`src/rtl/vsel_pkg.sv`:
```
`timescale 1ns/1ps
package vsel_pkg;

  typedef enum logic [1:0] {
    POL_RND  = 2'd0,
    POL_FIFO = 2'd1,
    POL_LRU  = 2'd2
  } policy_e;

  // Modulo increment used by the random counter and the round-robin pointers.
  function automatic int unsigned next_mod(input int unsigned v, input int unsigned n);
    return (v + 1 >= n) ? 0 : v + 1;
  endfunction

  // Age of one way after a way of age touched_age is touched.
  // The touched way becomes age 0 (newest); younger ways grow one older.
  function automatic int unsigned age_after_touch(input int unsigned age,
                                                  input int unsigned touched_age,
                                                  input bit          is_touched);
    if (is_touched)           return 0;
    if (age < touched_age)    return age + 1;
    return age;
  endfunction

endpackage

```
`src/rtl/vs_rand_ctr.sv`:
```
`timescale 1ns/1ps
module vs_rand_ctr #(
  parameter int WAYS = 4,
  localparam int WW  = $clog2(WAYS)
) (
  input  logic          clk,
  input  logic          rst_n,
  output logic [WW-1:0] cnt
);
  import vsel_pkg::*;

  always_ff @(posedge clk or negedge rst_n) begin
    if (!rst_n) cnt <= '0;
    else        cnt <= WW'(next_mod(int'(cnt), WAYS));
  end
endmodule

```
`src/rtl/vs_fifo_ptrs.sv`:
```
`timescale 1ns/1ps
module vs_fifo_ptrs #(
  parameter int WAYS = 4,
  parameter int SETS = 16,
  localparam int WW  = $clog2(WAYS),
  localparam int SW  = $clog2(SETS)
) (
  input  logic          clk,
  input  logic          rst_n,
  input  logic          adv,
  input  logic [SW-1:0] set_idx,
  output logic [WW-1:0] ptr
);
  import vsel_pkg::*;

  logic [WW-1:0] ptr_q [SETS];

  always_ff @(posedge clk or negedge rst_n) begin
    if (!rst_n) begin
      for (int s = 0; s < SETS; s++) ptr_q[s] <= '0;
    end else if (adv) begin
      ptr_q[set_idx] <= WW'(next_mod(int'(ptr_q[set_idx]), WAYS));
    end
  end

  assign ptr = ptr_q[set_idx];
endmodule

```
`src/rtl/vs_lru_order.sv`:
```
`timescale 1ns/1ps
module vs_lru_order #(
  parameter int WAYS = 4,
  parameter int SETS = 16,
  localparam int WW  = $clog2(WAYS),
  localparam int SW  = $clog2(SETS)
) (
  input  logic          clk,
  input  logic          rst_n,
  input  logic          touch_en,
  input  logic [WW-1:0] touch_way,
  input  logic [SW-1:0] set_idx,
  output logic [WW-1:0] lru_way
);
  import vsel_pkg::*;

  if (WAYS == 2) begin : g_bit
    // Two ways: one bit per set naming the older way.
    logic [SETS-1:0] older_q;

    always_ff @(posedge clk or negedge rst_n) begin
      if (!rst_n)        older_q <= '0;
      else if (touch_en) older_q[set_idx] <= ~touch_way[0];
    end

    assign lru_way = WW'(older_q[set_idx]);
  end else begin : g_age
    // Wider sets: an age per way, 0 newest, WAYS-1 oldest.
    logic [WW-1:0] age_q [SETS][WAYS];

    always_ff @(posedge clk or negedge rst_n) begin
      if (!rst_n) begin
        for (int s = 0; s < SETS; s++)
          for (int w = 0; w < WAYS; w++)
            age_q[s][w] <= WW'(WAYS - 1 - w);
      end else if (touch_en) begin
        for (int w = 0; w < WAYS; w++)
          age_q[set_idx][w] <= WW'(age_after_touch(int'(age_q[set_idx][w]),
                                                   int'(age_q[set_idx][touch_way]),
                                                   w == int'(touch_way)));
      end
    end

    always_comb begin
      lru_way = '0;
      for (int w = 0; w < WAYS; w++)
        if (age_q[set_idx][w] == WW'(WAYS - 1)) lru_way = WW'(w);
    end
  end
endmodule

```
`src/rtl/way_victim_sel.sv`:
```
`timescale 1ns/1ps
module way_victim_sel #(
  parameter int WAYS = 4,
  parameter int SETS = 16,
  localparam int WW  = $clog2(WAYS),
  localparam int SW  = $clog2(SETS)
) (
  input  logic            clk,
  input  logic            rst_n,
  input  logic [1:0]      pol_sel,
  input  logic [SW-1:0]   set_idx,
  input  logic            hit,
  input  logic [WW-1:0]   hit_way,
  input  logic            miss,
  input  logic [WAYS-1:0] way_valid,
  output logic [WW-1:0]   victim_way
);
  import vsel_pkg::*;

  // Named internal events, visible to the bound checker.
  logic [WW-1:0] rnd_cnt;
  logic [WW-1:0] fifo_ptr_sel;
  logic [WW-1:0] lru_way_sel;
  logic          have_free;
  logic [WW-1:0] free_way;
  logic [WW-1:0] pol_way;
  logic          touch_en;
  logic [WW-1:0] touch_way;

  vs_rand_ctr #(.WAYS(WAYS)) u_rnd (
    .clk (clk),
    .rst_n (rst_n),
    .cnt (rnd_cnt)
  );

  vs_fifo_ptrs #(.WAYS(WAYS), .SETS(SETS)) u_fifo (
    .clk     (clk),
    .rst_n   (rst_n),
    .adv     (miss),
    .set_idx (set_idx),
    .ptr     (fifo_ptr_sel)
  );

  vs_lru_order #(.WAYS(WAYS), .SETS(SETS)) u_lru (
    .clk       (clk),
    .rst_n     (rst_n),
    .touch_en  (touch_en),
    .touch_way (touch_way),
    .set_idx   (set_idx),
    .lru_way   (lru_way_sel)
  );

  // Lowest-numbered empty way.
  always_comb begin
    have_free = 1'b0;
    free_way  = '0;
    for (int w = WAYS - 1; w >= 0; w--) begin
      if (!way_valid[w]) begin
        have_free = 1'b1;
        free_way  = WW'(w);
      end
    end
  end

  always_comb begin
    case (pol_sel)
      POL_RND:  pol_way = rnd_cnt;
      POL_FIFO: pol_way = fifo_ptr_sel;
      default:  pol_way = lru_way_sel;
    endcase
  end

  assign victim_way = have_free ? free_way : pol_way;

  // A miss wins over a simultaneous hit: the fill way is touched.
  assign touch_en  = miss | hit;
  assign touch_way = miss ? victim_way : hit_way;
endmodule

```
`config.mk`:
```
export PLATFORM = sky130hd
export DESIGN_NAME = way_victim_sel
export DESIGN_NICKNAME = d
export VERILOG_FILES = /design/src/rtl/vsel_pkg.sv /design/src/rtl/vs_rand_ctr.sv /design/src/rtl/vs_fifo_ptrs.sv /design/src/rtl/vs_lru_order.sv /design/src/rtl/way_victim_sel.sv
export SDC_FILE = /design/constraint.sdc
export NUM_CORES = 1
export LEC_CHECK = 0
export ABC_AREA = 1
export BUFFER_PORTS_ARGS = -buffer_cell sky130_fd_sc_hd__buf_2
export CORE_MARGIN = 3
export CORE_UTILIZATION = 35
export DETAILED_ROUTE_END_ITERATION = 8
export PLACE_DENSITY_LB_ADDON = 0.1
export SKIP_CTS_REPAIR_TIMING = 1
export SLEW_MARGIN = 20
export SYNTH_ARGS = -nofsm -noshare
export SYNTH_HDL_FRONTEND = slang
export SYNTH_SLANG_ARGS = --single-unit
```
`constraint.sdc`:
```
create_clock -name clk -period 3 [get_ports clk]
set_input_delay 0.45 -clock clk [delete_from_list [all_inputs] [get_ports clk]]
set_output_delay 0.45 -clock clk [all_outputs]
set_load 0.02 [all_outputs]
```
Yosys cells after proc, flatten, opt, wreduce, memory -nomap -nowiden
Index checks and enable logic that the tools add are counted.

word-level totals
  bits in registers = 162

operators by class
  magnitude comparators = 9
  bitwise operators = 3
  eq/ne operators = 7
  mux-type cells = 76
  reductions and logical operators = 3
  $add $sub $neg = 6

operator list
  kind                   number
  $bwmux W128            4
  $demux W8 S4           4
  $mux W2                32
  $bmux W8 S4            1
  $bwmux W32             1
  $mux W1                25
  $mux W8                3
  $ge A3 B3 Y1 const B   3
  $add A2 B1 Y2 const B  4
  $bmux W2 S4            1
  $demux W2 S4           1
  $lt A2 B2 Y1           4
  $add A2 B1 Y3 const B  2
  $eq A2 B2 Y1 const B   3
  $mux W6                1
  $ge A5 B5 Y1 const B   1
  $lt A5 B1 Y1 const B   1
  $not A4 Y5             1
  $bmux W2 S2            1
  $eq A2 B2 Y1 const A   2
  $logic_not A2 Y1       2
  $mux W4                1
  $pmux W2 S2            1
  $not A2 Y3             1
  other kinds (4)        4

Logic depth before layout (Yosys ltp)
Gate-level depths: netlist (run 1).

  depth after elaboration = 26
  depth in mapped cells = 29

Hierarchy
Synthesis (run 1) repeated with hierarchy kept, for this count alone.

second synthesis, totals
  cells, all modules = 1085
  area total of the unflattened synthesis = 8637.0 µm²

by module, submodules not included
  module          area each (µm²)  instances  cells an instance
  vs_lru_order    6611.3           1          793
  vs_fifo_ptrs    1836.8           1          261
  way_victim_sel  122.6            1          27
  vs_rand_ctr     66.3             1          4

Worst setup path after synthesis (run 1)
Ideal clock, no wire load.

  path kind = input to register
  start = in set_idx[1]
  end = reg u_lru.g_age.age_q[113] in the netlist's numbering
  buffers on the path = 4
  setup time = 0.136 ns
  stages on the path = 29
  arrival time = 3.283 ns
  setup slack = -0.419 ns
  cells stage by stage = buf_6 nand2_2 inv_2 buf_6 buf_2 a22oi_1 o221ai_1 nand2_1 nand2_1 nor2_1 inv_1 ha_1 a21oi_1 nor2_1 nor2_1 nand3_2 nand2_4 nand2_4 nand2_1 nand2_1 nand2_2 nand2_4 inv_4 nand2_2 nand2_2 nand2_2 nand2_4 buf_8 mux2i_4

on the way
  word-level cells in the longest chain between the ends = 26

RTL lines
  what                             line                                                        RTL
  from (decl)                      way_victim_sel.sv:11                                        input logic [SW-1:0] set_idx,
  $not A4 Y5 (*)                   n/a
  $bmux W8 S4                      vs_lru_order.sv:38, vs_lru_order.sv:39, vs_lru_order.sv:47
  $mux W8                          n/a
  $mux W8 (not written as such)    vs_lru_order.sv:38, vs_lru_order.sv:39
  $eq A2 B2 Y1                     vs_lru_order.sv:47                                          if (age_q[set_idx][w] == WW'(WAYS - 1)) lru_way = WW'(w);
  $mux W1                          vs_lru_order.sv:47
  $mux W2 (2 in series)            vs_lru_order.sv:47
  $pmux W2 S2                      way_victim_sel.sv:66                                        case (pol_sel)
  [6 not listed]                   n/a
  $lt A2 B2 Y1                     vsel_pkg.sv:21                                              if (age < touched_age) return age + 1;
  $mux W1 (2 in series)            vsel_pkg.sv:21
  $mux W1                          vs_lru_order.sv:36                                          end else if (touch_en) begin
  $mux W2                          vsel_pkg.sv:22                                              return age;
  $mux W2                          vsel_pkg.sv:21
  $mux W2                          vs_lru_order.sv:36
  $bwmux W128 (3 in series)        vs_lru_order.sv:38                                          age_q[set_idx][w] <= WW'(age_after_touch(int'(age_q[set_idx][w]),
  $bwmux W128 (*)                  vs_lru_order.sv:38
  to (signal, indexed assignment)  vs_lru_order.sv:35                                          age_q[s][w] <= WW'(WAYS - 1 - w);
  to (signal, indexed assignment)  vs_lru_order.sv:38
  to (decl)                        vs_lru_order.sv:29                                          logic [WW-1:0] age_q [SETS][WAYS];

Mark *: on every way between the ends. The rest lies on a longest branch, timed or not. The select of a mux whose other input is x is not followed.
A chain may end at the register's enable or synchronous reset.

Worst setup path in the final report (run 1)
  start = in set_idx[1]
  end = reg u_lru.g_age.age_q[110] in the netlist's numbering

Same word-level chain as after synthesis.

==> results of run 1 <==
cells in the final DEF, fill, tap and decap left out, types with 13 or more instances in the layout:
cell type | netlist | routed
o21ai_0 | 50 | 33
dfrtp_1 | 98 | 98
a22oi_2 | 4 | 15
nand2_2 | 15 | 18
inv_1 | 83 | 79
a21oi_2 | 11 | 13
a21oi_1 | 18 | 16
nand3_1 | 72 | 53
nand2_4 | 4 | 18
nand2_1 | 363 | 345
nor2_1 | 33 | 30
nand3_2 | 5 | 22
buf_4 | 8 | 100
buf_12 | 0 | 13
buf_2 | 4 | 13
o21ai_1 | 44 | 58
a22oi_1 | 45 | 34
clkbuf_16 | 0 | 21
dfstp_2 | 64 | 64
final cells by class:
class | count | share of cell area
clock buffer | 18 | 0.0389
clock inverter | 14 | 0.0180
inverter | 96 | 0.0361
multi-input combinational | 724 | 0.378
sequential | 162 | 0.375
tap | 319 | 0.0362
timing repair buffer | 140 | 0.117
timing repair inverter | 1 | 0.00102
power breakdown:
group	internal [mW]	switching (mW)	total, mW
clock	1.35	1.02	2.37
sequential	3.15	0.438	3.59
combinational	1.38	1.93	3.31
total	5.88	3.39	9.27
critical path: cells and delay by family:
family                     cells  cell delay [ns]
and+or+nand+nor               16             1.60
AOI/OAI and AO/OA              3             0.40
adders and majority gates      1             0.16
buffers and inverters          8             0.84
metal layers:
metal	GRT usage	up-vias	share of wire	wire length [um]
met5	0	-	0	0
met4	0.0496	0	0.013	351
li1	-	3590	-	-
met3	0.0380	23	0.040	1110
met1	0.301	3623	0.50	13700
met2	0.309	146	0.45	12400
logic make-up after synthesis:
group                      count (synthesis)
and+or+nand+nor                          512
AOI/OAI and AO/OA                        190
DFF                                      162
buffers and inverters                    145
adders and majority gates                  5
muxes                                     15
path summary, 6_finish.rpt:
| kind | startpoint | to | slack (ns) | depth (start not counted) |
|---|---|---|---|---|
| min in group clk | u_rnd.cnt[0]$_DFF_PN0_ | u_rnd.cnt[0]$_DFF_PN0_ | 0.46 | 1 |
| max in group asynchronous | rst_n | u_lru.g_age.age_q[18]$_DFFE_PN1P_ | 2.14 | 2 |
| max | set_idx[1] | u_lru.g_age.age_q[110]$_DFFE_PN1P_ | -0.09 | 28 |
| max reg2reg | u_lru.g_age.age_q[2]$_DFFE_PN1P_ | u_lru.g_age.age_q[110]$_DFFE_PN1P_ | -0.04 | 20 |
| min | rst_n | u_lru.g_age.age_q[107]$_DFFE_PN0P_ | 0.03 | 1 |
| min reg2reg | u_rnd.cnt[0]$_DFF_PN0_ | u_rnd.cnt[0]$_DFF_PN0_ | 0.46 | 1 |
sequential cells by signal, indices dropped and copies added (netlist names):
signal	cells
u_lru.g_age.age_q	128
u_fifo.ptr_q	32
u_rnd.cnt	2
==> run summary, run 1 <==
outcome = finished, violations left
failing checks = negative setup slack
via count = 7382
Worst Path Required = 3.37 ns
Setup TNS = -1.71 ns
post-route ant nets = 0
CTS tree = built
xor-xnor portion of the synthesized cell area = 0
drt first pass iters = 5
unrepaired setup endpoints after global routing = yes
Yosys reg bits = 162
total power = 9.27 mW
Final Cell Area = 11000 sq um
post-synth top area share = 0.288
Clock transition at path regs = 0.07 ns
Placed Instances = 1427
vias in the first global route = 7067
via/cell ratio = 5.01
Worst Setup Path Type = in -> reg
Final Hold Slack = 0.0325 ns
Final setup viols = 43
Pleak = 5.38 nW
Synth Area in Simple Gates = 0.260
post-DR wirelength/cell = 18.7 um
Detailed Route Iter0 Violations = 553
Rel. slew slack = 0.538
Syn Std Cell Area = 8520 sq um
count leader, synth = nand2_1
Hold Crit Class = in -> async
Worst VDD drop = 454 uV
H-tree levels = 4
drt drc = 0
starting density of the core = 0.360
largest family of logic cells by synthesized area = simple AND/OR/NAND/NOR gates
Tcrit/Tclk final = 1.03
maxcap violations = 0
Max Slew Vio Count = 0
gate count after technology mapping = 1029
Final WS setup = -0.0868 ns
GRT Total Usage = 0.204
Fmax = 0.324 GHz
IO buf count = 17
pwr dens = 841 nW/um^2
Synth cell types = 41
gr ovfl total = 0
Crit Path Max Fanout = 8
Core ar. = 23700 sq um
first-pass GRT wire length = 41.4 mm
I/O Pins = 18
complex-gate fraction of the synthesized area = 0.138
Critical Path Source Type = primary input
fraction of layout instances using a drive strength above 1 = 0.329
GP Congestion = 0.814
crit-path most repeated cell = nand2_4
slowest stage delay, CP = 0.24 ns
Storage cell area = 4130 sq um
mean post-synth cell area = 8.28 sq um
CP endpoint kind = register
Clock Latency Late Sink = 0.45 ns
post-layout min period = 3.09 ns
ranking of synthesized cells by area = dfrtp_1, dfstp_2, nand2_1
Max Buffers Root-to-Sink = 2
ys async rst share = 1.00
total CTS buffers = 17
antenna violations before repair = 0
count of synthesis-stage warnings from yosys = 0
Mapped Nets = 1050
Multi-input gate area = 4160 sq um
slowest CP cell = nor2_4
most frequent cells after synthesis = nand2_1, dfrtp_1, inv_1
top_reg_cell synth = dfrtp_1
Setup WS pre-CTS = -0.738 ns
NumNets Final = 1163
mux cell area share after synthesis = 0.0309
DP HPWL = 18.6 mm
die height = 162 um
die footprint = 26200 sq um
Tightest Pin Transition = 0.693 ns
Die W = 162 um
area growth from synthesis to layout = 29.4%
clock sinks = 162
worst-case clock skew = 0.0197 ns
CTS root buf = clkbuf_16
final core utilization = 0.465
post-synthesis adder-cell area fraction = 0.00735
Inserted Diodes = 0
final non-filler cell total = 1474
largest net degree at the start of global routing = 71
WP data arrival = 3.45 ns
filler cell count = 2386
number of synthesized flops with an enable pin = 0
register area share after synthesis = 0.485
Rows = 56
endpoints failing hold = 0
Routed WL = 27.6 mm
dpl cell area = 9710 sq um
area leader, netlist = dfrtp_1
(Power assumes the default switching activity.)
==> run 2, diff against run 1 <==
- CORE_UTILIZATION: 35 -> 57
- GPL_TIMING_DRIVEN: default -> 0
==> run 2 against run 1 <==
Against the previous run: register-to-register slack worse by 0.10 ns; combinational power down 9.7%; the flow finishes with violations (negative hold slack, negative setup slack); routed wire length down 16%; count of clock-buffer cells in the layout up 6; core utilization up 23 points; worst setup slack worse by 0.23 ns; fmax down 6.8%; critical path depth down 1; hold slack worse by 0.068 ns; total power down 6.4%; largest cell class is now sequential cells.
==> run summary, run 2 (synthesis gave the netlist of run 1 again) <==
Pleak = 4.99 nW
post-DR wirelength/cell = 18.0 um
post-route ant nets = 0
Internal = 5.62 mW
CTS root buf = clkbuf_16
WP data arrival = 3.68 ns
pwr dens = 857 nW/um^2
Hold Crit Class = in -> async
starting density of the core = 0.584
failing checks = negative hold slack, negative setup slack
Clock Latency Late Sink = 0.43 ns
CTS tree = built
Final WS setup = -0.313 ns
slowest CP cell = clkbuf_2
NumNets Final = 1112
Setup TNS = -28.94 ns
Clock Power Share = 0.245
area growth from synthesis to layout = 18.9%
Switch Pwr = 3.06 mW
Multi-input gate area = 4000 sq um
largest net degree at the start of global routing = 100
die footprint = 16400 sq um
total CTS buffers = 17
Detailed Route Iter0 Violations = 810
commonest non-fill, non-tap cells in the layout = nand2_1, dfrtp_1, inv_1
Comb power frac = 0.344
CP endpoint kind = register
IO buf count = 16
Die W = 128 um
Critical Path Source Type = primary input
crit-path most repeated cell = nand2_4
drt first pass iters = 5
slowest stage delay, CP = 0.33 ns
GRT Total Usage = 0.287
DP HPWL = 16.1 mm
clock sinks = 162
Tcrit/Tclk final = 1.10
post-layout min period = 3.31 ns
antenna violations before repair = 0
drt drc = 0
die height = 128 um
most common cell after layout, fill and taps aside = nand2_1
I/O Pins = 18
filler cell count = 1149
via/cell ratio = 5.66
Inserted Diodes = 0
first-pass GRT wire length = 36.1 mm
Core ar. = 14600 sq um
Clock transition at path regs = 0.06 ns
Max Buffers Root-to-Sink = 2
Final Hold Slack = -0.0358 ns
outcome = finished, violations left
fraction of layout instances using a drive strength above 1 = 0.255
final non-filler cell total = 1288
Worst VDD drop = 495 uV
via count = 7294
GP Congestion = 0.892
maxcap violations = 0
worst-case clock skew = 0.00876 ns
switching share of total power = 0.352
Final setup viols = 130
power share of the sequential group = 0.411
Rel. slew slack = 0.572
Setup WS pre-CTS = -1.22 ns
vias in the first global route = 6748
Routed WL = 23.2 mm
gr ovfl total = 0
number of flip-flops in the largest register = 128
Bufs and invs on worst path = 7
Crit Path Max Fanout = 10
crit-path leading delay family = simple AND/OR/NAND/NOR gates
largest registers = u_lru.g_age.age_q x128, u_fifo.ptr_q x32, u_rnd.cnt x2
Max Slew Vio Count = 0
Top reg by flops = u_lru.g_age.age_q
Placed Instances = 1230
H-tree levels = 4
Worst Setup Path Type = in -> reg
endpoints failing hold = 46
Worst Path Required = 3.36 ns
unrepaired setup endpoints after global routing = yes
Rows = 44
Fmax = 0.302 GHz
Storage cell area = 4130 sq um
Tightest Pin Transition = 0.642 ns
==> run 2: metrics by stage <==
stage          hold WS [ns]  total power, mW  cell area [sq um]  utilization
2_1_floorplan         0.154             5.42               8610            -
3_3_place_gp          0.452             6.00               8920        0.612
3_5_place_dp          0.420             6.09               8960        0.614
4_1_cts             -0.0155             8.21               9530        0.653
5_1_grt             0.00883             9.18              10100        0.694
6_report            -0.0358             8.68              10100        0.694
==> run 2: per-layer routing <==
layer / routed length (um) / part of all wire / track usage / up-vias
li1: - / - / - / 3478
met1: 10600 / 0.46 / 0.415 / 3555
met2: 10700 / 0.46 / 0.439 / 229
met3: 1520 / 0.065 / 0.0658 / 32
met4: 358 / 0.015 / 0.0762 / 0
met5: 0 / 0 / 0 / -
==> run 2: worst paths after layout <==
kind	from	endpoint	slack, ns	depth (start not counted)
max in group asynchronous	rst_n	u_lru.g_age.age_q[23]$_DFFE_PN1P_	2.18	2
min in group clk	u_rnd.cnt[0]$_DFF_PN0_	u_rnd.cnt[0]$_DFF_PN0_	0.46	1
min reg2reg	u_rnd.cnt[0]$_DFF_PN0_	u_rnd.cnt[0]$_DFF_PN0_	0.46	1
max	set_idx[1]	u_lru.g_age.age_q[16]$_DFFE_PN0P_	-0.31	27
min	rst_n	u_lru.g_age.age_q[68]$_DFFE_PN0P_	-0.04	1
max reg2reg	u_lru.g_age.age_q[2]$_DFFE_PN1P_	u_lru.g_age.age_q[16]$_DFFE_PN0P_	-0.14	23
==> run 2: cell type report <==
cell class,instances,area share
flip-flops and latches,162,0.408
multi-input cells,722,0.395
clock buffers,24,0.0486
plain buffers,49,0.0418
repair buffers,43,0.0394
inverters,96,0.0371
well taps,184,0.0227
clock inverters,8,0.00766
==> run 2: worst register-to-register path: cells and delay by family, from the launching register on <==
kind / cells / cell delay [ns]
AO/OA/AOI/OAI: 4 / 0.56
adder cells (fa/ha/maj): 1 / 0.14
buffers and inverters: 4 / 0.43
flip-flops: 1 / 0.54
AND/OR/NAND/NOR: 14 / 1.40
==> run 2: power by group through the flow <==
stage                     registers, mW  logic (mW)  clock network, mW
after global placement             3.55        2.46                  0
after CTS                          3.54        2.54               2.13
final                              3.57        2.99               2.13
after global routing               3.65        3.30               2.23
after detailed placement           3.56        2.53                  0
after floorplan                    3.46        1.96                  0
==> run 3, diff against run 2 <==
- CORE_UTILIZATION: 57 -> 59
- CTS_BUF_LIST: default -> sky130_fd_sc_hd__clkbuf_4
- clock period: 3 -> 2.68 ns (I/O delays scaled with it)
==> run 3 against run 2 <==
Against the previous run: the run ends with negative setup slack left; largest power group unchanged; count of clock-buffer cells in the layout decreased by 3; routed wire length increased by 2.2%; combinational power increased by 25%; sequential share of layout area decreased by 0.63 points; sequential cell count unchanged; hold slack improved by 0.47 ns; clock power decreased by 28%; highest routed layer unchanged; largest cell class is now multi-input gates.
==> run summary, run 3 (synthesis gave the netlist of run 1 again) <==
GRT Total Usage = 0.281
Critical Path Source Type = primary input
fraction of layout instances using a drive strength above 1 = 0.305
final core utilization = 0.735
maxcap violations = 0
total CTS buffers = 17
Worst VDD drop = 650 uV
IO buf count = 16
endpoints failing hold = 0
Routed WL = 23.7 mm
unrepaired setup endpoints after global routing = yes
Rows = 43
die footprint = 15900 sq um
H-tree levels = 4
post-route ant nets = 0
Placed Instances = 1226
Die W = 126 um
filler cell count = 1042
failing checks = negative setup slack
Worst Setup Path Type = in -> reg
Final Cell Area = 10300 sq um
worst-case clock skew = 0.0162 ns
NumNets Final = 1142
antenna violations before repair = 1
drt drc = 0
Detailed Route Iter0 Violations = 700
CTS root buf = clkbuf_4
post-layout min period = 3.22 ns
register-to-register setup slack = -0.51 ns
Fmax = 0.310 GHz
R2R Path End = u_lru.g_age.age_q[24]$_DFFE_PN0P_
Rel. slew slack = 0.553
CP endpoint kind = register
Final setup viols = 130
dpl cell area = 8960 sq um
drt first pass iters = 6
starting density of the core = 0.609
number of flip-flops in the largest register = 128
Core ar. = 14000 sq um
most common cell after layout, fill and taps aside = nand2_1
Max Buffers Root-to-Sink = 2
DP HPWL = 15.6 mm
commonest non-fill, non-tap cells in the layout = nand2_1, dfrtp_1, inv_1
final non-filler cell total = 1315
Multi-input gate area = 4150 sq um
clock sinks = 162
Max Slew Vio Count = 0
R2R depth = 23
largest net degree at the start of global routing = 91
via count = 7489
Pleak = 5.07 nW
Hold Crit Class = in -> async
Storage cell area = 4130 sq um
gr ovfl total = 0
Final Hold Slack = 0.430 ns
GP Congestion = 0.878
Top reg by flops = u_lru.g_age.age_q
post-DR wirelength/cell = 18.1 um
vias in the first global route = 6515
pwr dens = 898 nW/um^2
I/O Pins = 18
WP data arrival = 3.74 ns
area growth from synthesis to layout = 20.8%
Worst Path Required = 3.20 ns
outcome = finished, violations left
Setup WS pre-CTS = -1.47 ns
largest registers = u_lru.g_age.age_q x128, u_fifo.ptr_q x32, u_rnd.cnt x2
Tightest Pin Transition = 0.670 ns
via/cell ratio = 5.70
Clock transition at path regs = 0.13 ns
Tcrit/Tclk final = 1.20
Final WS setup = -0.543 ns
CTS tree = built
first-pass GRT wire length = 34.8 mm
Clock Latency Late Sink = 0.58 ns
Crit Path Max Fanout = 11
die height = 126 um
Reg-to-Reg Start = u_lru.g_age.age_q[2]$_DFFE_PN1P_
## run 3: worst max-delay path by stage
stage,start,endpoint,slack (ns)
final,set_idx[0],u_lru.g_age.age_q[24]$_DFFE_PN0P_,-0.54
after global routing,set_idx[0],u_lru.g_age.age_q[24]$_DFFE_PN0P_,-0.72
after floorplan,set_idx[1],u_lru.g_age.age_q[113]$_DFFE_PN0P_,-0.53
after CTS,set_idx[0],u_lru.g_age.age_q[92]$_DFFE_PN0P_,-0.86
after detailed placement,set_idx[0],u_lru.g_age.age_q[116]$_DFFE_PN0P_,-1.47
after global placement,set_idx[0],u_lru.g_age.age_q[78]$_DFFE_PN1P_,-1.44
## run 3: critical path, cell delays in order
cell	delay, ns
buf_4	0.16
buf_12	0.16
nor2_4	0.27
buf_4	0.19
clkbuf_16	0.15
a22oi_1	0.08
nand2_1	0.07
nand2_1	0.10
nand4_4	0.14
ha_4	0.16
inv_2	0.04
a21oi_2	0.13
nor2_1	0.06
nor2_1	0.11
nand3_2	0.12
nand2_4	0.16
nand2_8	0.10
nand2_2	0.11
nand2_2	0.06
nand2_4	0.08
nand2_2	0.07
nor2_2	0.12
nand2_2	0.08
nand3_2	0.08
nand3_4	0.18
clkbuf_16	0.23
a21oi_2	0.12
## run 3: report_power, final
group          switching [mW]  total [mW]  leakage [nW]  internal [mW]
clock network           0.846        1.53         0.161          0.679
logic                    2.11        3.73          3.05           1.62
registers               0.464        3.98          1.86           3.52
total                    3.42        9.24          5.07           5.82
## run 3: metal layers
metal  up-vias  track usage  wire (um)
met5         -            0          0
met4         0       0.0826        373
met3        36       0.0670       1990
met2       346        0.415      10900
met1      3562        0.418      10500
li1       3545            -          -
## run 3: per-stage QoR
stage               power (mW)  TNS [ns]
finish                    9.24    -53.91
global route              9.82    -79.18
CTS                       8.30    -97.21
detailed placement        6.78   -175.84
global placement          6.70   -301.63
floorplan                 6.07    -52.71
## run 3: cell type report
cell class,instances,area share
diodes,1,0.000243
plain buffers,49,0.0425
clock buffers,21,0.0153
clock inverters,11,0.0134
inverters,96,0.0372
multi-input cells,723,0.403
flip-flops and latches,162,0.402
well taps,180,0.0219
repair buffers,72,0.0644
